===== src/rtl/uop_pack_pkg.sv =====
package uop_pack_pkg;

  typedef enum logic [1:0] {
    CLOSE_NONE,
    CLOSE_FULL,
    CLOSE_SPILL,
    CLOSE_END
  } close_e;

  function automatic bit beat_spills(input int filled, input int n, input int slots);
    return (filled + n) > slots;
  endfunction

  function automatic int issue_take(input int held, input int lanes);
    return (held < lanes) ? held : lanes;
  endfunction

  function automatic int ring_step(input int ptr, input int inc, input int depth);
    int s;
    s = ptr + inc;
    return (s >= depth) ? s - depth : s;
  endfunction

endpackage


===== src/rtl/uop_fill_packer.sv =====
module uop_fill_packer
  import uop_pack_pkg::*;
#(
  parameter int UOP_W = 16,
  parameter int SLOTS = 6,
  parameter int DEC_W = 4,
  parameter int LINES = 16,
  localparam int CNT_W = $clog2(SLOTS + 1),
  localparam int DCW   = $clog2(DEC_W + 1),
  localparam int LAW   = $clog2(LINES)
) (
  input  logic                   clk,
  input  logic                   rst_n,
  input  logic                   flush,
  input  logic                   dec_valid,
  input  logic [DCW-1:0]         dec_count,
  input  logic [DEC_W*UOP_W-1:0] dec_uops,
  input  logic                   fill_end,
  output logic                   wr_en,
  output logic [LAW-1:0]         wr_idx,
  output logic [CNT_W-1:0]       wr_count,
  output logic [SLOTS*UOP_W-1:0] wr_uops
);

  logic [CNT_W-1:0] fill_cnt;
  logic [UOP_W-1:0] fill_slot [SLOTS];
  logic [UOP_W-1:0] merged    [SLOTS];
  logic [LAW-1:0]   line_ptr;
  logic             take_beat, spill;
  logic [CNT_W-1:0] base, new_cnt, close_cnt;
  close_e           close_kind;

  always_comb begin
    take_beat = dec_valid && !flush;
    spill     = take_beat && beat_spills(int'(fill_cnt), int'(dec_count), SLOTS);
    base      = spill ? '0 : fill_cnt;
    new_cnt   = base + CNT_W'(dec_count);
    for (int s = 0; s < SLOTS; s++) begin
      merged[s] = fill_slot[s];
      for (int k = 0; k < DEC_W; k++)
        if (take_beat && k < int'(dec_count) && s == int'(base) + k)
          merged[s] = dec_uops[k*UOP_W +: UOP_W];
    end
    if (!take_beat)
      close_kind = (fill_end && !dec_valid && !flush && fill_cnt != '0) ? CLOSE_END : CLOSE_NONE;
    else if (spill)
      close_kind = CLOSE_SPILL;
    else if (int'(new_cnt) == SLOTS)
      close_kind = CLOSE_FULL;
    else
      close_kind = CLOSE_NONE;
    close_cnt = (close_kind == CLOSE_FULL) ? CNT_W'(SLOTS) : fill_cnt;
  end

  always_ff @(posedge clk or negedge rst_n) begin
    if (!rst_n) begin
      fill_cnt <= '0;
      line_ptr <= '0;
      wr_en    <= 1'b0;
      wr_idx   <= '0;
      wr_count <= '0;
      wr_uops  <= '0;
      for (int s = 0; s < SLOTS; s++) fill_slot[s] <= '0;
    end else begin
      wr_en <= (close_kind != CLOSE_NONE);
      if (close_kind != CLOSE_NONE) begin
        wr_idx   <= line_ptr;
        line_ptr <= LAW'(ring_step(int'(line_ptr), 1, LINES));
        wr_count <= close_cnt;
        for (int s = 0; s < SLOTS; s++)
          wr_uops[s*UOP_W +: UOP_W] <= (s >= int'(close_cnt)) ? '0 :
                                       (close_kind == CLOSE_FULL) ? merged[s] : fill_slot[s];
      end
      if (flush) begin
        fill_cnt <= '0;
      end else if (take_beat) begin
        fill_cnt <= (close_kind == CLOSE_FULL) ? '0 : new_cnt;
        for (int s = 0; s < SLOTS; s++) fill_slot[s] <= merged[s];
      end else if (close_kind == CLOSE_END) begin
        fill_cnt <= '0;
      end
    end
  end

  assert_write_count_R2: assert property (@(posedge clk) disable iff (!rst_n)
    wr_en |-> (wr_count != '0 && int'(wr_count) <= SLOTS));

  assert_spill_restart_R3: assert property (@(posedge clk) disable iff (!rst_n)
    (close_kind == CLOSE_SPILL) |=> (wr_en && int'(fill_cnt) == int'($past(dec_count))));

  assert_end_empty_R4: assert property (@(posedge clk) disable iff (!rst_n)
    (fill_end && !dec_valid && fill_cnt == '0) |=> !wr_en);

  assert_flush_drop_R9: assert property (@(posedge clk) disable iff (!rst_n)
    flush |=> (!wr_en && fill_cnt == '0));

endmodule


===== src/rtl/uop_line_store.sv =====
module uop_line_store #(
  parameter int UOP_W = 16,
  parameter int SLOTS = 6,
  parameter int LINES = 16,
  localparam int CNT_W = $clog2(SLOTS + 1),
  localparam int LAW   = $clog2(LINES)
) (
  input  logic                   clk,
  input  logic                   rst_n,
  input  logic                   wr_en,
  input  logic [LAW-1:0]         wr_idx,
  input  logic [CNT_W-1:0]       wr_count,
  input  logic [SLOTS*UOP_W-1:0] wr_uops,
  input  logic [LAW-1:0]         rd_idx,
  output logic [CNT_W-1:0]       rd_count,
  output logic [SLOTS*UOP_W-1:0] rd_uops
);

  logic [CNT_W-1:0]       cnt_mem  [LINES];
  logic [SLOTS*UOP_W-1:0] data_mem [LINES];

  always_ff @(posedge clk or negedge rst_n) begin
    if (!rst_n) begin
      for (int i = 0; i < LINES; i++) cnt_mem[i] <= '0;
    end else if (wr_en) begin
      cnt_mem[wr_idx] <= wr_count;
    end
  end

  always_ff @(posedge clk) begin
    if (wr_en) data_mem[wr_idx] <= wr_uops;
  end

  assign rd_count = cnt_mem[rd_idx];
  assign rd_uops  = data_mem[rd_idx];

endmodule


===== src/rtl/uop_fetch_seq.sv =====
module uop_fetch_seq #(
  parameter int SLOTS     = 6,
  parameter int LINES     = 16,
  parameter int BUF_DEPTH = 12,
  localparam int LAW = $clog2(LINES),
  localparam int BCW = $clog2(BUF_DEPTH + 1)
) (
  input  logic           clk,
  input  logic           rst_n,
  input  logic           flush,
  input  logic           fetch_req,
  input  logic [LAW-1:0] fetch_idx,
  input  logic [BCW-1:0] buf_count,
  output logic           fetch_take,
  output logic [LAW-1:0] rd_idx,
  output logic           push_go
);

  logic busy;
  logic room_ok;

  assign room_ok    = int'(buf_count) <= BUF_DEPTH - SLOTS;
  assign fetch_take = fetch_req && !busy && !flush && room_ok;
  assign push_go    = busy && !flush;

  always_ff @(posedge clk or negedge rst_n) begin
    if (!rst_n) begin
      busy   <= 1'b0;
      rd_idx <= '0;
    end else begin
      busy <= fetch_take;
      if (fetch_take) rd_idx <= fetch_idx;
    end
  end

  assert_half_rate_R6: assert property (@(posedge clk) disable iff (!rst_n)
    fetch_take |=> !fetch_take);

  assert_push_follows_R7: assert property (@(posedge clk) disable iff (!rst_n)
    (fetch_take && !$past(fetch_take)) |=> (push_go || flush));

endmodule


===== src/rtl/uop_issue_buf.sv =====
module uop_issue_buf
  import uop_pack_pkg::*;
#(
  parameter int UOP_W     = 16,
  parameter int SLOTS     = 6,
  parameter int ISSUE_W   = 3,
  parameter int BUF_DEPTH = 12,
  localparam int CNT_W = $clog2(SLOTS + 1),
  localparam int BCW   = $clog2(BUF_DEPTH + 1),
  localparam int PW    = $clog2(BUF_DEPTH)
) (
  input  logic                     clk,
  input  logic                     rst_n,
  input  logic                     flush,
  input  logic                     push_go,
  input  logic [CNT_W-1:0]         line_cnt,
  input  logic [SLOTS*UOP_W-1:0]   line_uops,
  output logic [BCW-1:0]           count,
  output logic [ISSUE_W-1:0]       out_valid,
  output logic [ISSUE_W*UOP_W-1:0] out_uops
);

  logic [UOP_W-1:0] mem [BUF_DEPTH];
  logic [PW-1:0]    rd_ptr, wr_ptr;
  int               pop_n, push_n;

  always_comb begin
    pop_n  = issue_take(int'(count), ISSUE_W);
    push_n = push_go ? int'(line_cnt) : 0;
    for (int i = 0; i < ISSUE_W; i++) begin
      out_valid[i] = i < int'(count);
      out_uops[i*UOP_W +: UOP_W] = mem[PW'(ring_step(int'(rd_ptr), i, BUF_DEPTH))];
    end
  end

  always_ff @(posedge clk or negedge rst_n) begin
    if (!rst_n) begin
      count  <= '0;
      rd_ptr <= '0;
      wr_ptr <= '0;
    end else if (flush) begin
      count  <= '0;
      rd_ptr <= '0;
      wr_ptr <= '0;
    end else begin
      count  <= BCW'(int'(count) - pop_n + push_n);
      rd_ptr <= PW'(ring_step(int'(rd_ptr), pop_n, BUF_DEPTH));
      wr_ptr <= PW'(ring_step(int'(wr_ptr), push_n, BUF_DEPTH));
    end
  end

  always_ff @(posedge clk) begin
    for (int s = 0; s < SLOTS; s++)
      if (push_go && !flush && s < int'(line_cnt))
        mem[PW'(ring_step(int'(wr_ptr), s, BUF_DEPTH))] <= line_uops[s*UOP_W +: UOP_W];
  end

  assert_no_overflow_R6: assert property (@(posedge clk) disable iff (!rst_n)
    int'(count) <= BUF_DEPTH);

  assert_flush_empty_R9: assert property (@(posedge clk) disable iff (!rst_n)
    flush |=> (out_valid == '0));

  for (genvar g = 1; g < ISSUE_W; g++) begin : g_lane_chk
    assert_lanes_packed_R8: assert property (@(posedge clk) disable iff (!rst_n)
      out_valid[g] |-> out_valid[g-1]);
  end

endmodule


===== src/rtl/uop_line_packer.sv =====
module uop_line_packer #(
  parameter int UOP_W     = 16,
  parameter int SLOTS     = 6,
  parameter int DEC_W     = 4,
  parameter int ISSUE_W   = 3,
  parameter int LINES     = 16,
  parameter int BUF_DEPTH = 12,
  localparam int CNT_W = $clog2(SLOTS + 1),
  localparam int DCW   = $clog2(DEC_W + 1),
  localparam int LAW   = $clog2(LINES),
  localparam int BCW   = $clog2(BUF_DEPTH + 1)
) (
  input  logic                     clk,
  input  logic                     rst_n,
  input  logic                     flush,
  input  logic                     dec_valid,
  input  logic [DCW-1:0]           dec_count,
  input  logic [DEC_W*UOP_W-1:0]   dec_uops,
  input  logic                     fill_end,
  input  logic                     fetch_req,
  input  logic [LAW-1:0]           fetch_idx,
  output logic                     fetch_take,
  output logic                     wr_en,
  output logic [LAW-1:0]           wr_idx,
  output logic [CNT_W-1:0]         wr_count,
  output logic [SLOTS*UOP_W-1:0]   wr_uops,
  output logic [ISSUE_W-1:0]       out_valid,
  output logic [ISSUE_W*UOP_W-1:0] out_uops
);

  logic [LAW-1:0]         rd_idx;
  logic [CNT_W-1:0]       rd_count;
  logic [SLOTS*UOP_W-1:0] rd_uops;
  logic [BCW-1:0]         buf_count;
  logic                   push_go;

  uop_fill_packer #(.UOP_W(UOP_W), .SLOTS(SLOTS), .DEC_W(DEC_W), .LINES(LINES)) u_fill (
    .clk(clk), .rst_n(rst_n), .flush(flush),
    .dec_valid(dec_valid), .dec_count(dec_count), .dec_uops(dec_uops), .fill_end(fill_end),
    .wr_en(wr_en), .wr_idx(wr_idx), .wr_count(wr_count), .wr_uops(wr_uops)
  );

  uop_line_store #(.UOP_W(UOP_W), .SLOTS(SLOTS), .LINES(LINES)) u_store (
    .clk(clk), .rst_n(rst_n),
    .wr_en(wr_en), .wr_idx(wr_idx), .wr_count(wr_count), .wr_uops(wr_uops),
    .rd_idx(rd_idx), .rd_count(rd_count), .rd_uops(rd_uops)
  );

  uop_fetch_seq #(.SLOTS(SLOTS), .LINES(LINES), .BUF_DEPTH(BUF_DEPTH)) u_fetch (
    .clk(clk), .rst_n(rst_n), .flush(flush),
    .fetch_req(fetch_req), .fetch_idx(fetch_idx), .buf_count(buf_count),
    .fetch_take(fetch_take), .rd_idx(rd_idx), .push_go(push_go)
  );

  uop_issue_buf #(.UOP_W(UOP_W), .SLOTS(SLOTS), .ISSUE_W(ISSUE_W), .BUF_DEPTH(BUF_DEPTH)) u_buf (
    .clk(clk), .rst_n(rst_n), .flush(flush),
    .push_go(push_go), .line_cnt(rd_count), .line_uops(rd_uops),
    .count(buf_count), .out_valid(out_valid), .out_uops(out_uops)
  );

endmodule


===== config.mk =====
export PLATFORM = sky130hd
export DESIGN_NAME = uop_line_packer
export DESIGN_NICKNAME = d
export VERILOG_FILES = /design/src/rtl/uop_pack_pkg.sv /design/src/rtl/uop_fill_packer.sv /design/src/rtl/uop_line_store.sv /design/src/rtl/uop_fetch_seq.sv /design/src/rtl/uop_issue_buf.sv /design/src/rtl/uop_line_packer.sv
export SDC_FILE = /design/constraint.sdc
export NUM_CORES = 2
export LEC_CHECK = 0
export BUFFER_PORTS_ARGS = -buffer_cell sky130_fd_sc_hd__buf_2
export CORE_MARGIN = 1
export CORE_UTILIZATION = 25
export CTS_BUF_LIST = sky130_fd_sc_hd__clkbuf_8
export DETAILED_ROUTE_END_ITERATION = 16
export GPL_TIMING_DRIVEN = 0
export MAX_ROUTING_LAYER = met4
export PLACE_DENSITY = 0.37
export SYNTH_ARGS = -nofsm -noshare
export SYNTH_HDL_FRONTEND = slang
export SYNTH_SLANG_ARGS = --single-unit

===== constraint.sdc =====
create_clock -name clk -period 13.3 [get_ports clk]
set_input_delay 1.995 -clock clk [delete_from_list [all_inputs] [get_ports clk]]
set_output_delay 1.995 -clock clk [all_outputs]
set_load 0.05 [all_outputs]

==> results_dict.tcl <==
set metrics [dict create \
    status "finished with violations" \
    violations "capacitance limit, slew limit" \
    synth.distinct_cells 81 \
    dp_hpwl_um 308000 \
    cp_max_fo 10 \
    dp_cells 11200 \
    synthFlopType "edfxtp_1" \
    antenna_found_initial 46 \
    critPathMaxStageDelay_ns 0.67 \
    synth_edf_count 1728 \
    cp_top_family "buffers and inverters" \
    yosys_warnings 0 \
    skew_ns 0.0862 \
    htree_levels 5 \
    row_count 222 \
    worstPathCellList "clkbuf_1 > buf_1 > inv_2 > buf_1 > ha_1 > a22o_1 > nor2_1 > mux2_2 > clkbuf_1 > mux4_2 > mux4_2 > buf_2" \
    final_common_cell "edfxtp_1" \
    worstSetupPathType "reg2out" \
    avgViaCountPerCell 5.29 \
    cp_data_arrival_time_ns 6.32 \
    synth-seq-cells 2000 \
    ys_seq_area_frac 0.638 \
    grt_use_total 0.230 \
    path_clk_slew_ns 0.06 \
    finalMaxSlewViolations 6 \
    pwr_density_cell_mw_per_mm2 263 \
    peakVddDrop_v 0.000136 \
    coreArea_mm2 0.366 \
    layout-drive-gt1-share 0.252 \
    place_congestion 0.963 \
    max_freq_mhz 120 \
    clk_latency_ns 1.08 \
    fill_cells 36700 \
    grt_pass1_vias 62500 \
    syn_to_final_growth_pct 17.8 \
    drc 0 \
    final_cell_mix "1,728 x edfxtp_1, 597 x nand2_1, 583 x mux4_2" \
    drt_iter0_drc 7237 \
    fin_area_mm2 0.108 \
    ant_nets 0 \
    synth_fa_ha_area_frac 0.00669 \
    yosys.area_share.simple 0.0645 \
    cts_hold_buf 0 \
    die_x_um 609 \
    synthArstFlopShare 0.136 \
    fin_tns_setup_ns 0 \
    finalCritPeriodShare 0.625 \
    rsz0062_at_grt "no" \
    firstDrtPassIters 7 \
    die_h_um 609 \
    cts_num_sinks 2000 \
    synth_xor_area_frac 0.00257 \
    cts_tree "done" \
    wire_per_inst_um 35.6 \
    cts_buffers 367 \
    start_util 0.251 \
    path_buf_inv 6 \
    final-hold-violation-count 0 \
    setup_viol 0 \
    port_buffers 216 \
    design_power_total_mw 28.5 \
    grt_pass1_wl_um 567000 \
    start_kind "register" \
    placed_cell_area_mm2 0.102 \
    worst_slack_ns 4.99 \
    stdcell_count 11900 \
    num_vias 63100 \
    fin_util 0.296 \
    syn_area_mm2 0.0921 \
    io_pins 233 \
    gr-total-overflow 0 \
    hold_path_class "reg2reg" \
    cp.required_ns 11.31 \
    nNetsFinal 6897 \
    synth.area.mux_share 0.167 \
    synth_compound_area_frac 0.0956 \
    drv_cap 4 \
    hold_ws_ns 0.487 \
    slew_headroom -0.0794 \
    syn_avg_cell_area_um2 15.2 \
    tightest_slew_ns 1.60 \
    grt_max_degree 94 \
    final.min_clock_period_ns 8.31 \
    syn_inst 6063 \
    root_buffer "clkbuf_8" \
    postCtsSetupRepairBufs 0 \
    cts_resized 0 \
    synth.largest_area_cell "edfxtp_1" \
    die_area_mm2 0.371 \
    preCtsSetupSlack_ns 4.81 \
    p_leak_nw 36.3 \
    synth_area_leaders "edfxtp_1 56%, mux4_2 14%, dfrtp_1 7.4%, nand2_1 2.4%, nor2_1 1.8%" \
    synth_top_family_by_area "multiplexers" \
    synth_top_area_frac 0.564 \
    cts.path.max_buffers 4 \
    crit_path_top_delay_cell "buf_1" \
    drt-total-wl_um 424000 \
    end_kind "primary output" \
]
[layout make-up]
cell class,instances,area (um^2),share of cell area
sequential,2000,58700,0.541
clock buffer,384,5290,0.0487
clock inverter,287,1610,0.0148
inverter,49,214,0.00197
timing repair buffer,341,3250,0.0299
buffer,516,2240,0.0206
multi-input combinational,3500,31100,0.287
antenna,28,70.1,0.000646
tap,4816,6030,0.0555
[per-layer routing]
metal / up-vias / routed length (um) / track usage
li1: 25900 / - / -
met1: 33500 / 187000 / 0.310
met2: 3000 / 195000 / 0.355
met3: 667 / 27600 / 0.0372
met4: 0 / 14000 / 0.0673
met5: - / 0 / -
[worst reg2reg max path, delay by kind of cell, from the launching register on]
kind / cells / cell delay [ns]
flip-flops: 1 / 0.41
XOR/XNOR: 1 / 0.16
AO/OA/AOI/OAI: 3 / 1.20
adder cells (fa/ha/maj): 3 / 1.37
buffers and inverters: 5 / 2.56
AND/OR/NAND/NOR: 2 / 1.42
[Yosys cell counts, types with 44 or more instances]
| master | n |
|---|---|
| o22ai_1 | 135 |
| clkbuf_1 | 348 |
| dfrtp_1 | 272 |
| inv_1 | 45 |
| or2_2 | 69 |
| a21oi_1 | 255 |
| a31oi_1 | 44 |
| o32ai_1 | 115 |
| nor2_1 | 443 |
| a211oi_1 | 153 |
| edfxtp_1 | 1728 |
| buf_2 | 98 |
| mux2_2 | 72 |
| nand2_1 | 597 |
| mux4_2 | 583 |
| mux2i_1 | 142 |
| nand3_1 | 97 |
| o221ai_1 | 157 |
| o21ai_0 | 173 |
[sequential cells by signal (all words and copies together), names as in the netlist]
signal / flops
u_buf.count: 4
u_buf.mem: 192
u_buf.rd_ptr: 4
u_buf.wr_ptr: 4
u_fetch.busy: 1
u_fetch.rd_idx: 4
u_fill.fill_cnt: 3
u_fill.fill_slot: 96
u_fill.line_ptr: 4
u_fill.wr_count: 3
u_fill.wr_en: 1
u_fill.wr_idx: 4
u_fill.wr_uops: 96
u_store.cnt_mem: 48
u_store.data_mem: 1536
[cell families after synthesis]
| kind of cell | count (synthesis) |
|---|---|
| flip-flops | 2000 |
| AND/OR/NAND/NOR | 1372 |
| adder cells (fa/ha/maj) | 45 |
| AO/OA/AOI/OAI | 1256 |
| other | 1 |
| buffers and inverters | 565 |
| XOR/XNOR | 27 |
| multiplexers | 797 |
[report_power, final]
part | switching [mW] | leakage (nW) | internal (mW)
Sequential | 1.38 | 18.9 | 8.24
Clock | 2.74 | 3.97 | 2.90
Combinational | 9.40 | 13.4 | 3.83
Total | 13.5 | 36.3 | 15.0
[final timing paths]
path | endpoint | start | depth (start not counted) | slack [ns]
setup / recovery | out_uops[46] | u_buf.rd_ptr[0]$_DFF_PN0_ | 12 | 4.99
hold / removal | u_store.cnt_mem[22]$_DFFE_PN0P_ | u_store.cnt_mem[22]$_DFFE_PN0P_ | 2 | 0.49
setup reg to reg | u_fill.wr_uops[79]$_DFFE_PN0P_ | u_fill.fill_cnt[1]$_DFFE_PN0P_ | 14 | 5.98
hold reg to reg | u_store.cnt_mem[22]$_DFFE_PN0P_ | u_store.cnt_mem[22]$_DFFE_PN0P_ | 2 | 0.49
max in group asynchronous | u_fill.wr_uops[54]$_DFFE_PN0P_ | rst_n | 4 | 10.79
min in group asynchronous | u_buf.rd_ptr[1]$_DFF_PN0_ | rst_n | 1 | 0.69
Note: power is estimated with default switching activity, not from simulation.
